--- src/rtl/sis_pkg.sv ---
package sis_pkg;
  typedef enum logic [2:0] {
    ST_SKIP  = 3'd0,
    ST_SSLOW = 3'd1,
    ST_RUN   = 3'd2,
    ST_DEEP  = 3'd3,
    ST_EXIT  = 3'd4
  } sis_state_e;

  function automatic int cnt_width(input int max_val);
    return (max_val < 2) ? 1 : $clog2(max_val + 1);
  endfunction
endpackage

--- src/rtl/sis_idle_timer.sv ---
module sis_idle_timer #(
  parameter int PRESCALE    = 250,
  parameter int IDLE1_TICKS = 6000,
  parameter int IDLE2_TICKS = 60000
) (
  input  logic clk,
  input  logic rst_n,
  input  logic quiet,
  output logic shallow_trig,
  output logic deep_trig
);
  localparam int IW = sis_pkg::cnt_width(IDLE2_TICKS);
  localparam logic [IW-1:0] I1_LAST = IW'(IDLE1_TICKS - 1);
  localparam logic [IW-1:0] I2_LAST = IW'(IDLE2_TICKS - 1);
  localparam logic [IW-1:0] I2_FULL = IW'(IDLE2_TICKS);

  logic          tick;
  logic [IW-1:0] idle_q, idle_d;

  generate
    if (PRESCALE > 1) begin : g_pre
      localparam int PW = sis_pkg::cnt_width(PRESCALE - 1);
      localparam logic [PW-1:0] P_LAST = PW'(PRESCALE - 1);
      logic [PW-1:0] pre_q, pre_d;

      always_comb begin
        tick = quiet && (pre_q == P_LAST);
        if (!quiet || tick) pre_d = '0;
        else                pre_d = pre_q + 1'b1;
      end

      always_ff @(posedge clk or negedge rst_n) begin
        if (!rst_n) pre_q <= '0;
        else        pre_q <= pre_d;
      end
    end else begin : g_nopre
      assign tick = quiet;
    end
  endgenerate

  always_comb begin
    idle_d       = idle_q;
    shallow_trig = 1'b0;
    deep_trig    = 1'b0;
    if (!quiet) begin
      idle_d = '0;
    end else if (tick && (idle_q != I2_FULL)) begin
      idle_d       = idle_q + 1'b1;
      shallow_trig = (idle_q == I1_LAST);
      deep_trig    = (idle_q == I2_LAST);
    end
  end

  always_ff @(posedge clk or negedge rst_n) begin
    if (!rst_n) idle_q <= '0;
    else        idle_q <= idle_d;
  end
endmodule

--- src/rtl/sis_loop_reset.sv ---
module sis_loop_reset #(
  parameter int PULSE_CYCLES = 25
) (
  input  logic clk,
  input  logic rst_n,
  input  logic shallow_trig,
  input  logic active,
  input  logic sw_any,
  input  logic light_load,
  output logic loop_rst_pulse,
  output logic idle_shallow,
  output logic dly_en
);
  localparam int PCW = sis_pkg::cnt_width(PULSE_CYCLES);
  localparam logic [PCW-1:0] P_LEN = PCW'(PULSE_CYCLES);

  logic [PCW-1:0] pcnt_q, pcnt_d;
  logic           sh_q, sh_d;
  logic           dly_q, dly_d;

  always_comb begin
    pcnt_d = pcnt_q;
    if (shallow_trig)        pcnt_d = P_LEN;
    else if (pcnt_q != '0)   pcnt_d = pcnt_q - 1'b1;

    sh_d = sh_q;
    if (active)              sh_d = 1'b0;
    else if (shallow_trig)   sh_d = 1'b1;

    dly_d = dly_q;
    if (shallow_trig)                dly_d = 1'b1;
    else if (sw_any && !light_load)  dly_d = 1'b0;
  end

  always_ff @(posedge clk or negedge rst_n) begin
    if (!rst_n) begin
      pcnt_q <= '0;
      sh_q   <= 1'b0;
      dly_q  <= 1'b0;
    end else begin
      pcnt_q <= pcnt_d;
      sh_q   <= sh_d;
      dly_q  <= dly_d;
    end
  end

  assign loop_rst_pulse = (pcnt_q != '0);
  assign idle_shallow   = sh_q;
  assign dly_en         = dly_q;
endmodule

--- src/rtl/sis_seq_fsm.sv ---
module sis_seq_fsm #(
  parameter int SKIP_CYCLES = 256,
  parameter int EXIT_CYCLES = 4
) (
  input  logic clk,
  input  logic rst_n,
  input  logic sw_any,
  input  logic light_load,
  input  logic prot_trip,
  input  logic deep_trig,
  output logic gate_run,
  output logic soft_low,
  output logic in_deep
);
  import sis_pkg::*;

  localparam int CMAX = (SKIP_CYCLES > EXIT_CYCLES) ? SKIP_CYCLES : EXIT_CYCLES;
  localparam int CW   = cnt_width(CMAX);
  localparam logic [CW-1:0] SKIP_LAST = CW'(SKIP_CYCLES - 1);
  localparam logic [CW-1:0] EXIT_LAST = CW'(EXIT_CYCLES - 1);

  sis_state_e    st_q, st_d;
  logic [CW-1:0] cnt_q, cnt_d;

  always_comb begin
    st_d  = st_q;
    cnt_d = cnt_q;
    if (prot_trip) begin
      st_d  = ST_DEEP;
      cnt_d = '0;
    end else if (deep_trig && (st_q != ST_DEEP)) begin
      st_d  = ST_DEEP;
      cnt_d = '0;
    end else begin
      unique case (st_q)
        ST_SKIP: if (sw_any) begin
          if (cnt_q == SKIP_LAST) begin
            st_d  = ST_SSLOW;
            cnt_d = '0;
          end else begin
            cnt_d = cnt_q + 1'b1;
          end
        end
        ST_SSLOW: if (!light_load) st_d = ST_RUN;
        ST_RUN:   st_d = ST_RUN;
        ST_DEEP: if (sw_any) begin
          st_d  = ST_EXIT;
          cnt_d = CW'(1);
        end
        ST_EXIT: if (sw_any) begin
          if (cnt_q == EXIT_LAST) begin
            st_d  = ST_RUN;
            cnt_d = '0;
          end else begin
            cnt_d = cnt_q + 1'b1;
          end
        end
        default: begin
          st_d  = ST_DEEP;
          cnt_d = '0;
        end
      endcase
    end
  end

  always_ff @(posedge clk or negedge rst_n) begin
    if (!rst_n) begin
      st_q  <= ST_SKIP;
      cnt_q <= '0;
    end else begin
      st_q  <= st_d;
      cnt_q <= cnt_d;
    end
  end

  assign gate_run = (st_q == ST_SSLOW) || (st_q == ST_RUN);
  assign soft_low = (st_q == ST_SSLOW);
  assign in_deep  = (st_q == ST_DEEP) || (st_q == ST_EXIT);
endmodule

--- src/rtl/sis_gate_level.sv ---
module sis_gate_level (
  input  logic clk,
  input  logic rst_n,
  input  logic gate_run,
  input  logic soft_low,
  input  logic prot_trip,
  input  logic light_load,
  input  logic ot_hot,
  input  logic ot_clear,
  output logic gate_en,
  output logic gate_low_v
);
  logic ot_q, ot_d;

  always_comb begin
    ot_d = ot_q;
    if (ot_hot)        ot_d = 1'b1;
    else if (ot_clear) ot_d = 1'b0;
  end

  always_ff @(posedge clk or negedge rst_n) begin
    if (!rst_n) ot_q <= 1'b0;
    else        ot_q <= ot_d;
  end

  assign gate_en    = gate_run && !prot_trip;
  assign gate_low_v = soft_low || light_load || ot_hot || ot_q;
endmodule

--- src/rtl/sr_idle_seq.sv ---
module sr_idle_seq #(
  parameter int PRESCALE     = 250,
  parameter int IDLE1_TICKS  = 6000,
  parameter int IDLE2_TICKS  = 60000,
  parameter int PULSE_CYCLES = 25,
  parameter int SKIP_CYCLES  = 256,
  parameter int EXIT_CYCLES  = 4
) (
  input  logic clk,
  input  logic rst_n,
  input  logic sw_strobe_a,
  input  logic sw_strobe_b,
  input  logic cond_a,
  input  logic cond_b,
  input  logic light_load,
  input  logic prot_trip,
  input  logic ot_hot,
  input  logic ot_clear,
  output logic gate_en,
  output logic gate_low_v,
  output logic dly_en,
  output logic loop_rst_pulse,
  output logic idle_shallow,
  output logic idle_deep
);
  logic sw_any, active, quiet;
  logic shallow_trig, deep_trig;
  logic gate_run, soft_low;

  assign sw_any = sw_strobe_a || sw_strobe_b;
  assign active = sw_any || cond_a || cond_b;
  assign quiet  = !active;

  sis_idle_timer #(
    .PRESCALE(PRESCALE), .IDLE1_TICKS(IDLE1_TICKS), .IDLE2_TICKS(IDLE2_TICKS)
  ) timer_i (
    .clk(clk), .rst_n(rst_n), .quiet(quiet),
    .shallow_trig(shallow_trig), .deep_trig(deep_trig)
  );

  sis_loop_reset #(.PULSE_CYCLES(PULSE_CYCLES)) lrst_i (
    .clk(clk), .rst_n(rst_n), .shallow_trig(shallow_trig), .active(active),
    .sw_any(sw_any), .light_load(light_load), .loop_rst_pulse(loop_rst_pulse),
    .idle_shallow(idle_shallow), .dly_en(dly_en)
  );

  sis_seq_fsm #(.SKIP_CYCLES(SKIP_CYCLES), .EXIT_CYCLES(EXIT_CYCLES)) fsm_i (
    .clk(clk), .rst_n(rst_n), .sw_any(sw_any), .light_load(light_load),
    .prot_trip(prot_trip), .deep_trig(deep_trig), .gate_run(gate_run),
    .soft_low(soft_low), .in_deep(idle_deep)
  );

  sis_gate_level lvl_i (
    .clk(clk), .rst_n(rst_n), .gate_run(gate_run), .soft_low(soft_low),
    .prot_trip(prot_trip), .light_load(light_load), .ot_hot(ot_hot),
    .ot_clear(ot_clear), .gate_en(gate_en), .gate_low_v(gate_low_v)
  );
endmodule

--- config.mk ---
export PLATFORM = sky130hd
export DESIGN_NAME = sr_idle_seq
export DESIGN_NICKNAME = d
export VERILOG_FILES = /design/src/rtl/sis_pkg.sv /design/src/rtl/sis_idle_timer.sv /design/src/rtl/sis_loop_reset.sv /design/src/rtl/sis_seq_fsm.sv /design/src/rtl/sis_gate_level.sv /design/src/rtl/sr_idle_seq.sv
export SDC_FILE = /design/constraint.sdc
export NUM_CORES = 1
export LEC_CHECK = 0
export BUFFER_PORTS_ARGS = -buffer_cell sky130_fd_sc_hd__buf_2
export CAP_MARGIN = 20
export CORE_MARGIN = 2
export CORE_UTILIZATION = 45
export CTS_BUF_LIST = sky130_fd_sc_hd__clkbuf_4
export DETAILED_ROUTE_END_ITERATION = 16
export SYNTH_ARGS = -nofsm -noshare
export SYNTH_HDL_FRONTEND = slang
export SYNTH_SLANG_ARGS = --single-unit
--- constraint.sdc ---
create_clock -name clk -period 2.4 [get_ports clk]
set_input_delay 0.48 -clock clk [delete_from_list [all_inputs] [get_ports clk]]
set_output_delay 0.48 -clock clk [all_outputs]
set_load 0.02 [all_outputs]
==> results summary <==
The data arrival time at the worst-slack endpoint came out at around 2.6 ns. STA classifies the critical path endpoint as a register. The maximum clock rate came out at between 400 and 500 MHz. The synthesized netlist occupies a cell area of about 2700 µm². The total length of routed wires is approximately 5800 µm. Headroom to the max-slew limit came out at between 50% and 60%.

The count of cells in the finished layout, fillers not included, comes to ~400. Sorting the synthesized cells by area gives the leading types as dfrtp_1, ha_1, nand2_1. The die covers 6630 µm². Port buffering added 15 buffers.

The placer congestion estimate is ~0.85. The number of I/O pins is 16. The fraction of synthesized area in multiplexers came out at less than 1%. The area added between synthesis and finish came out at 15.0%. In the final routed layout, each cell accounts on average for between 10 and 15 µm. The maximum clock skew at final layout is 0.0142 ns. The post-route clock period utilization is a little over nine tenths. The sequential fraction of the synthesis area came out at about 41%. The number of rows created at floorplan is 28. After synthesis, the share of flip-flops with an asynchronous set or reset is 100%. After synthesis, the most frequently instantiated cells are dfrtp_1, nand2_1, nor2_1. The fraction of power spent switching nets came out at between 20% and 30%. Across all layers, the routed design uses between 2000 and 2500 vias. The biggest area contributor in the post-synthesis netlist is dfrtp_1. The initial antenna violation count came out at 0. The fraction of the mapped netlist area in adder cells came out at between 4 and 5%. The combinational share of power is between 10% and 20%. In this run, synthesis produced a sequential element count of between 40 and 50. Data on the critical path is required at its endpoint by 2.72 ns. The number of nets with antenna violations after detailed routing is 0. The overall power after layout is ~1.4 mW. The reported leakage power came out at between 1 and 1.5 nW. The number of slew-limit violations in the final report came to 0. The first global-routing pass estimated between 9000 and 10000 µm of wire. After legalization and detailed placement, the total HPWL measured between 4000 and 5000 µm.

The number of instances in the synthesized netlist is about 290. The number of antenna cells inserted is 0. The total number of nets in the final design came out at 339.

The final standard cell area without fillers came out at 3100 µm². In this run the vertical extent of the chip is slightly above 80 µm. Max-cap violations in this run came to 0. The synthesized area per cell is around 9.4 µm². TritonCTS built the clock tree.

The number of vias per cell after detailed routing is 5.62. The internal power came out at about 970 µW. The worst setup path is launched from a register. The first TritonRoute pass finished after 4 iterations.

The clock-pin slew of the registers on the worst-case setup and hold paths came out at about 0.14 ns. After floorplanning, the core was sized to cover 5850 µm². The area of placed instances is just under 3000 µm². In this run the worst hold path is classified as input port to asynchronous set/reset pin.

The number of global-route vias before repair came out at 2016. The post-layout worst setup margin is roughly 0.09 ns. The maximum number of pins on one net before global-route repair came out at 25. The final number of hold-violating endpoints came out at 0. In the post-synthesis netlist, the cell with the most instances is dfrtp_1. The cell chosen for the clock root is clkbuf_4.

The worst setup path is of the register to register kind. The area fraction in compound gates after synthesis came out at between 15 and 20%. The worst setup slack for register-to-register paths came out at 0.09 ns. After Yosys synthesis, and, or, nand and nor cells account for slightly below 30% of the synthesized area. The clock tree buffer depth is 2. The clock insertion delay at the later pin of the skew report is approximately 0.36 ns.

The fraction of post-synthesis cell area in the top cell type by area is approximately two fifths. Once placement completed, the tool counted placed cells totaling 385. The share of post-route cells with drive strength above 1 is a little over a fifth.

For this run, the leading register cell type out of synthesis is dfrtp_1. The number of enable flip-flop cells after synthesis came out at 0. Cells fill between 50% and 60% of the core in the end. The pre-CTS setup slack is -0.0304 ns.

The worst ir drop on vdd is around 0.00023 V. Counting distinct cell types in the post-synthesis netlist gives between 50 and 60. The width of the die came out at between 80 and 90 µm. The share of the synthesized netlist area taken by xor and xnor gates came out at approximately 4.2%. The final-layout fill cell count came out at 543. The areal power density over the cells came out at 444 nW/µm². The number of nets in the synthesized netlist is 305.

The sequential group share of total power is about 56%. The starting density of the core is 46.1%. The detailed router finished its first iteration with about 130 violations. The global route total overflow is 0. Counting I/O delays and the setup requirement, the final critical path takes about 2.3 ns. The clock power share came out at 25.5%. The DRC violations left came out at 0.

The worst hold slack across all endpoints is between 0.07 and 0.08 ns. CTS saw 44 sinks. In the global route stage, overall resource usage came out at a little under a fifth. For this design the total switching power over the nets is 409 µW. At the pin with the least slew margin, the transition time is 0.637 ns.

Yosys printed 0 warnings. CTS built an H-tree with a depth of 2. The flow ran to the end, and the final reports show no timing, DRC or antenna violations.

The number of setup violations in the final report is 0. The final setup TNS is 0 ns. The dominant combinational cell family by area after synthesis is simple AND/OR/NAND/NOR gates. The peak fanout along the critical path is 6. Counting the buffers created by CTS gives 5.
-- what timing repair did --
item,CTS,global route
pin swaps,1,11
buffers inserted,1,2
setup endpoints to repair,6,8
gates resized for setup,0,16
hold buffers,0,0
hold endpoints to repair,0,0
-- cell families after synthesis --
| kind of cell | count (synthesis) |
|---|---|
| AOI/OAI and AO/OA | 59 |
| DFF | 44 |
| xor gates and xnor gates | 13 |
| adders and majority gates | 9 |
| and+or+nand+nor | 138 |
| muxes | 2 |
| buffers and inverters | 21 |
-- placed cells by master, fill, tap and decap left out, types with 4 or more instances in the layout --
cell      count
xnor2_1       5
and3_1        6
or4_1         4
a21oi_1      14
and4_1        5
buf_2        15
a22o_1        4
o21ai_0      13
nand2_1      26
or3_1        10
clkbuf_4      5
nor2_1       26
ha_1          7
nand3_1      16
and2_1        8
inv_1        11
dfrtp_1      44
buf_4        18
nor3_1        6
xor2_1        8
nand4_1       5
-- registers in the layout, summed over array words and instances, names as in the netlist --
name,cells
timer_i.idle_q,16
fsm_i.cnt_q,9
timer_i.g_pre.pre_q,8
lrst_i.pcnt_q,5
fsm_i.st_q,3
lrst_i.dly_en,1
lrst_i.idle_shallow,1
lvl_i.ot_q,1
-- cell type report --
class	instances	area (µm²)	share of cell area, %
timing repair buffer	36	253	8.15
sequential	44	1100	35.5
clock buffer	5	37.5	1.21
inverter	12	45.0	1.45
clock inverter	2	12.5	0.404
multi-input combinational	221	1560	50.2
tap	75	93.8	3.03
-- critical path, stage by stage, from the launching register on --
cell,delay (ns)
dfrtp_1,0.42
ha_2,0.20
and3_4,0.14
and3_4,0.18
nand3_4,0.08
inv_2,0.03
ha_2,0.16
nor2b_4,0.13
a311oi_4,0.33
o21ai_4,0.17
buf_6,0.17
o22ai_2,0.09
mux2_4,0.17
-- path summary, 6_finish.rpt --
| kind | end | cells past startpoint | from |
|---|---|---|---|
| max | fsm_i.cnt_q[0] | 12 | fsm_i.cnt_q[1] |
| min | fsm_i.cnt_q[8] | 1 | rst_n |
| max reg2reg | fsm_i.cnt_q[0] | 12 | fsm_i.cnt_q[1] |
| min reg2reg | lrst_i.idle_shallow | 2 | lrst_i.idle_shallow |
| max in group asynchronous | timer_i.idle_q[7] | 2 | rst_n |
| min in group clk | lvl_i.ot_q | 2 | ot_hot |
-- power by group through the flow --
stage	Clock [mW]	Combinational, mW	Sequential (mW)
5_1_grt	0.390	0.277	0.783
3_5_place_dp	0	0.227	0.792
4_1_cts	0.362	0.229	0.777
3_3_place_gp	0	0.225	0.791
6_report	0.352	0.248	0.778
2_1_floorplan	0	0.159	0.779
-- routing by layer --
| layer | global-route usage (%) | routed length, µm | share of wire, % | vias to the layer above |
|---|---|---|---|---|
| li1 | - | - | - | 1117 |
| met1 | 26.6 | 2790 | 48 | 1078 |
| met2 | 29.8 | 2800 | 49 | 17 |
| met3 | 3.67 | 114 | 2.0 | 7 |
| met4 | 4.07 | 65 | 1.1 | 0 |
| met5 | 0 | 0 | 0 | - |
Power figures use the tool's default switching activity.
